File: config.mk
export PLATFORM = sky130hd
export DESIGN_NAME = cc_status_reg
export DESIGN_NICKNAME = d
export VERILOG_FILES = /design/src/rtl/cc_status_reg.sv
export SDC_FILE = /design/constraint.sdc
export NUM_CORES = 1
export LEC_CHECK = 0
export ABC_AREA = 1
export BUFFER_PORTS_ARGS = -buffer_cell sky130_fd_sc_hd__buf_2
export CORE_AREA = 2 2 39 41
export CTS_CLUSTER_SIZE = 25
export DETAILED_ROUTE_END_ITERATION = 7
export DIE_AREA = 0 0 41 43
export GPL_ROUTABILITY_DRIVEN = 0
export PLACE_DENSITY = 0.79
export SLEW_MARGIN = 20
export SYNTH_ARGS = -nofsm -noshare
export SYNTH_HDL_FRONTEND = slang
export SYNTH_SLANG_ARGS = --single-unit
File: constraint.sdc
create_clock -name clk -period 1 [get_ports clk]
set_clock_uncertainty 0.1 [all_clocks]
set_input_delay 0.1 -clock clk [delete_from_list [all_inputs] [get_ports clk]]
set_output_delay 0.1 -clock clk [all_outputs]
set_load 0.01 [all_outputs]
File: src/rtl/cc_status_reg.sv
module cc_status_reg #(
  parameter logic [2:0] VERSION  = 3'b100,
  parameter logic [7:0] SUB_ODD0 = 8'h67,
  parameter logic [7:0] SUB_ODD1 = 8'h68,
  parameter logic [7:0] SUB_EVN0 = 8'h69,
  parameter logic [7:0] SUB_EVN1 = 8'h6A,
  parameter logic [7:0] RD_ADR0  = 8'h89,
  parameter logic [7:0] RD_ADR1  = 8'h8D
) (
  input  logic       clk,
  input  logic       rst_n,
  input  logic       wr_en,
  input  logic [7:0] wr_sub,
  input  logic       enc_odd,
  input  logic       enc_even,
  input  logic [2:0] fseq,
  input  logic       rd_start,
  input  logic [7:0] rd_addr,
  output logic [7:0] rd_byte
);
  logic odd_done, even_done;
  logic wr_odd, wr_even, rd_hit;
  logic [7:0] live_byte;

  assign wr_odd    = wr_en && (wr_sub == SUB_ODD0 || wr_sub == SUB_ODD1);
  assign wr_even   = wr_en && (wr_sub == SUB_EVN0 || wr_sub == SUB_EVN1);
  assign rd_hit    = rd_start && (rd_addr == RD_ADR0 || rd_addr == RD_ADR1);
  assign live_byte = {VERSION, odd_done, even_done, fseq};

  always_ff @(posedge clk) begin
    if (!rst_n) begin
      odd_done  <= 1'b1;
      even_done <= 1'b1;
      rd_byte   <= {VERSION, 2'b11, 3'b000};
    end else begin
      if (wr_odd)        odd_done  <= 1'b0;
      else if (enc_odd)  odd_done  <= 1'b1;
      if (wr_even)       even_done <= 1'b0;
      else if (enc_even) even_done <= 1'b1;
      if (rd_hit)        rd_byte   <= live_byte;
    end
  end
endmodule


Word-level counts from Yosys, hierarchy flattened
Cells that the tools add are included.
{ "totals": {"input_bits": 25, "ff_bits": 7, "word_cells": 21} }
{ "classes": {"n_eq_ne": 6, "n_mux": 4, "n_reduce_logical": 8} }
{ "ops": {"columns": ["operator", "n"], "rows": [
  ["$eq 8x7->1 const B", 4],
  ["$eq 8x8->1 const B", 2],
  ["$mux 1", 4],
  ["$reduce_bool 2->1", 2],
  ["$logic_and 1x1->1", 3],
  ["$logic_or 1x1->1", 3]
]} }

Depth between registers and ports, before layout
{ "depth": {"word_depth": 4, "depth_mapped": 7, "depth_no_buf": 7} }

Least setup slack after synthesis
No wires, ideal clock.
{ "synth_timing": {"path_type": "reg-to-reg", "startpoint": "reg even_done (netlist name)", "endpoint": "reg even_done", "setup_slack_ns": 0.133, "path_stages_with_launch": 4, "n_path_buf": 0, "required_time_ns": 0.788, "arrival_time_ns": 0.655, "path_cell_list": "dfxtp_1 > or2_2 > nand2_1 > nand2_1"} }
{ "synth_lines": {"columns": ["item", "line", "rtl"], "rows": [
  ["to (signal assigned)", "33", "even_done <= 1'b1;"],
  ["to (signal assigned)", "38", "if (wr_even) even_done <= 1'b0;"],
  ["to (signal assigned)", "39", "else if (enc_even) even_done <= 1'b1;"],
  ["to (decl)", "21", "logic odd_done, even_done;"]
]} }

==> impl_metrics.py <==
metrics = {
    "clock_tree": {
        "hold_buffers": 1,
        "cts-root-buf": "clkbuf_4",
        "worstSkewPairLatency_ns": 0.25,
        "clock-sinks": 7,
        "cts_setup_buffers": 0,
        "numCtsBuffers": 3,
        "clock_path_buffers": 2,
        "clk_pin_slew_ns": 0.05,
        "cts_resized": 0,
        "cts_tree": "yes",
        "htreeDepth": 1,
    },
    "detailed_routing": {
        "routed-via-count": 539,
        "ant_nets": 0,
        "wirelength_microns": 948,
        "remaining_drc_errors": 0,
        "drt_iter0_drc": 3,
        "wl_per_cell_microns": 7.35,
        "first_pass_iters": 3,
        "viasPerCell": 4.18,
    },
    "global_route": {
        "grt_pass1_vias": 445,
        "grt_pass1_wl_microns": 1320,
        "grt_max_degree": 8,
        "overflow": 0,
        "grt_use_total": 0.112,
        "grt_antenna_before_repair": 0,
    },
    "yosys": {
        "synth_top_area_share": 0.307,
        "synthTopCellsByArea": "dfxtp_1 31%, nand2_1 21%, inv_1 13%",
        "synth_area_leader_cell": "dfxtp_1",
        "synth_cells": 82,
        "ys_seq_elements": 7,
        "yosys_warnings": 0,
        "syn_area_per_cell_sq_um": 5.57,
        "synth_cell_types": 10,
        "yosysSeqAreaShare": 0.307,
        "syn_area_sq_um": 457,
    },
    "sta": {
        "tns_ns": 0,
        "setup_violations": 0,
        "clock.fmax_ghz": 1.10,
        "fin_ws_ns": 0.0927,
        "period_needed_ns": 0.907,
        "drv_slew": 0,
        "rsz0062_at_grt": "no",
        "hold_violations": 0,
        "finalCritPeriodShare": 0.907,
    },
    "worst_setup_path": {
        "r2r-end": "odd_done",
        "rr_worst_depth": 3,
        "r2r_start": "odd_done",
        "cp_max_fo": 2,
        "critPathCaptureType": "flop",
        "worstPathArrival_ns": 0.95,
        "crit_required_ns": 1.04,
        "start_kind": "flop",
        "cp-startpoint": "odd_done",
        "r2r_slack_ns": 0.09,
        "crit_type": "reg2reg",
        "crit_end": "odd_done",
    },
    "hold_path": {
        "holdPathStages": 4,
        "hp-class": "in2reg",
    },
    "cells_and_area": {
        "final_nets": 139,
        "fillers": 159,
        "final_common_cell": "buf_2",
        "synthToLayoutAreaGrowth_pct": 38.9,
        "final_cell_mix": "28 x buf_2, 26 x nand2_1, 16 x inv_1",
        "drive_gt1_frac": 0.327,
        "n_antenna_cell": 0,
    },
    "floorplanning": {
        "dieHeight_microns": 43,
        "start_util": 0.330,
        "chipWidth_microns": 41,
        "dieArea_sq_um": 1760,
        "core_sq_um": 1380,
        "fp-row-count": 14,
        "boundaryPins": 33,
    },
    "placed_design": {
        "port_buffers": 28,
        "dp_slack_ns": 0.0441,
        "dp_hpwl_microns": 808,
    },
    "power": {
        "p_leak_nw": 0.392,
        "p_seq_frac": 0.438,
        "power_mw": 0.642,
        "p_sw_mw": 0.157,
        "p_clk_frac": 0.394,
        "p_int_mw": 0.485,
        "power_density_nw_per_um2": 1010,
        "p_sw_frac": 0.245,
        "vdd.ir_drop.worst_mv": 0.418,
        "p_comb_frac": 0.168,
    },
    "status": {
        "run_status": "finished clean",
    },
    "run": {
        "cap_violations": 0,
    },
}
==> cell type report <==
cell class              count  area (sq um)  share of cell area
inverters                  16          60.1              0.0947
clock buffers               4          26.3              0.0414
repair buffers             29           150               0.237
multi-input cells          57           238               0.375
well taps                  16          20.0              0.0316
flip-flops and latches      7           140               0.221
==> worst min path at each step <==
stage	start	to	slack, ns
4_1_cts	enc_even	even_done	0.02
6_report	enc_even	even_done	0.03
3_5_place_dp	rst_n	odd_done	0.24
2_1_floorplan	rst_n	even_done	0.07
3_3_place_gp	rst_n	odd_done	0.24
5_1_grt	enc_odd	odd_done	0.03
==> per-layer routing <==
layer | routed length, microns | up-vias | GRT usage
li1 | - | 293 | -
met3 | 92 | 2 | 0.0157
met4 | 19 | 0 | 0.100
met1 | 374 | 218 | 0.0939
met2 | 461 | 26 | 0.200
met5 | 0 | - | 0
==> stage by stage <==
stage               area (sq um)  hold WS, ns  std cells  utilization
CTS                          634       0.0216        129        0.458
detailed placement           598        0.240        124        0.432
floorplan                    460       0.0687         83            -
global route                 634       0.0343        129        0.458
global placement             598        0.236        124        0.432
finish                       634       0.0290        129        0.458
==> worst max-delay path, cell delays in order (launching register included) <==
cell	delay [ns]
dfxtp_1	0.30
or2_2	0.29
nand2_1	0.07
nand2_1	0.04
==> registers in the layout, indices dropped and copies added, names as in the netlist <==
name / count
rd_byte: 5
odd_done: 1
even_done: 1
==> cell usage after synthesis <==
cell / number
nor2_2: 3
buf_4: 3
conb_1: 2
nand2_2: 1
inv_1: 16
dfxtp_1: 7
nor2_1: 15
or2_2: 2
nand2_1: 26
nand3_1: 7
==> power by group through the flow <==
stage	Combinational, mW	Clock (mW)	Sequential (mW)
4_1_cts	0.109	0.261	0.281
3_3_place_gp	0.101	0	0.287
3_5_place_dp	0.106	0	0.287
5_1_grt	0.124	0.280	0.281
2_1_floorplan	0.0547	0	0.287
6_report	0.108	0.253	0.281
==> kinds of logic (layout without fill, tap and decap cells) <==
kind of cell | count (synthesis) | count (layout) | synth area share
buf+inv | 19 | 49 | 0.181
flops | 7 | 7 | 0.307
other cells | 2 | 3 | 0.0164
simple gates | 54 | 54 | 0.496
Note: power is estimated with default switching activity, not from simulation.
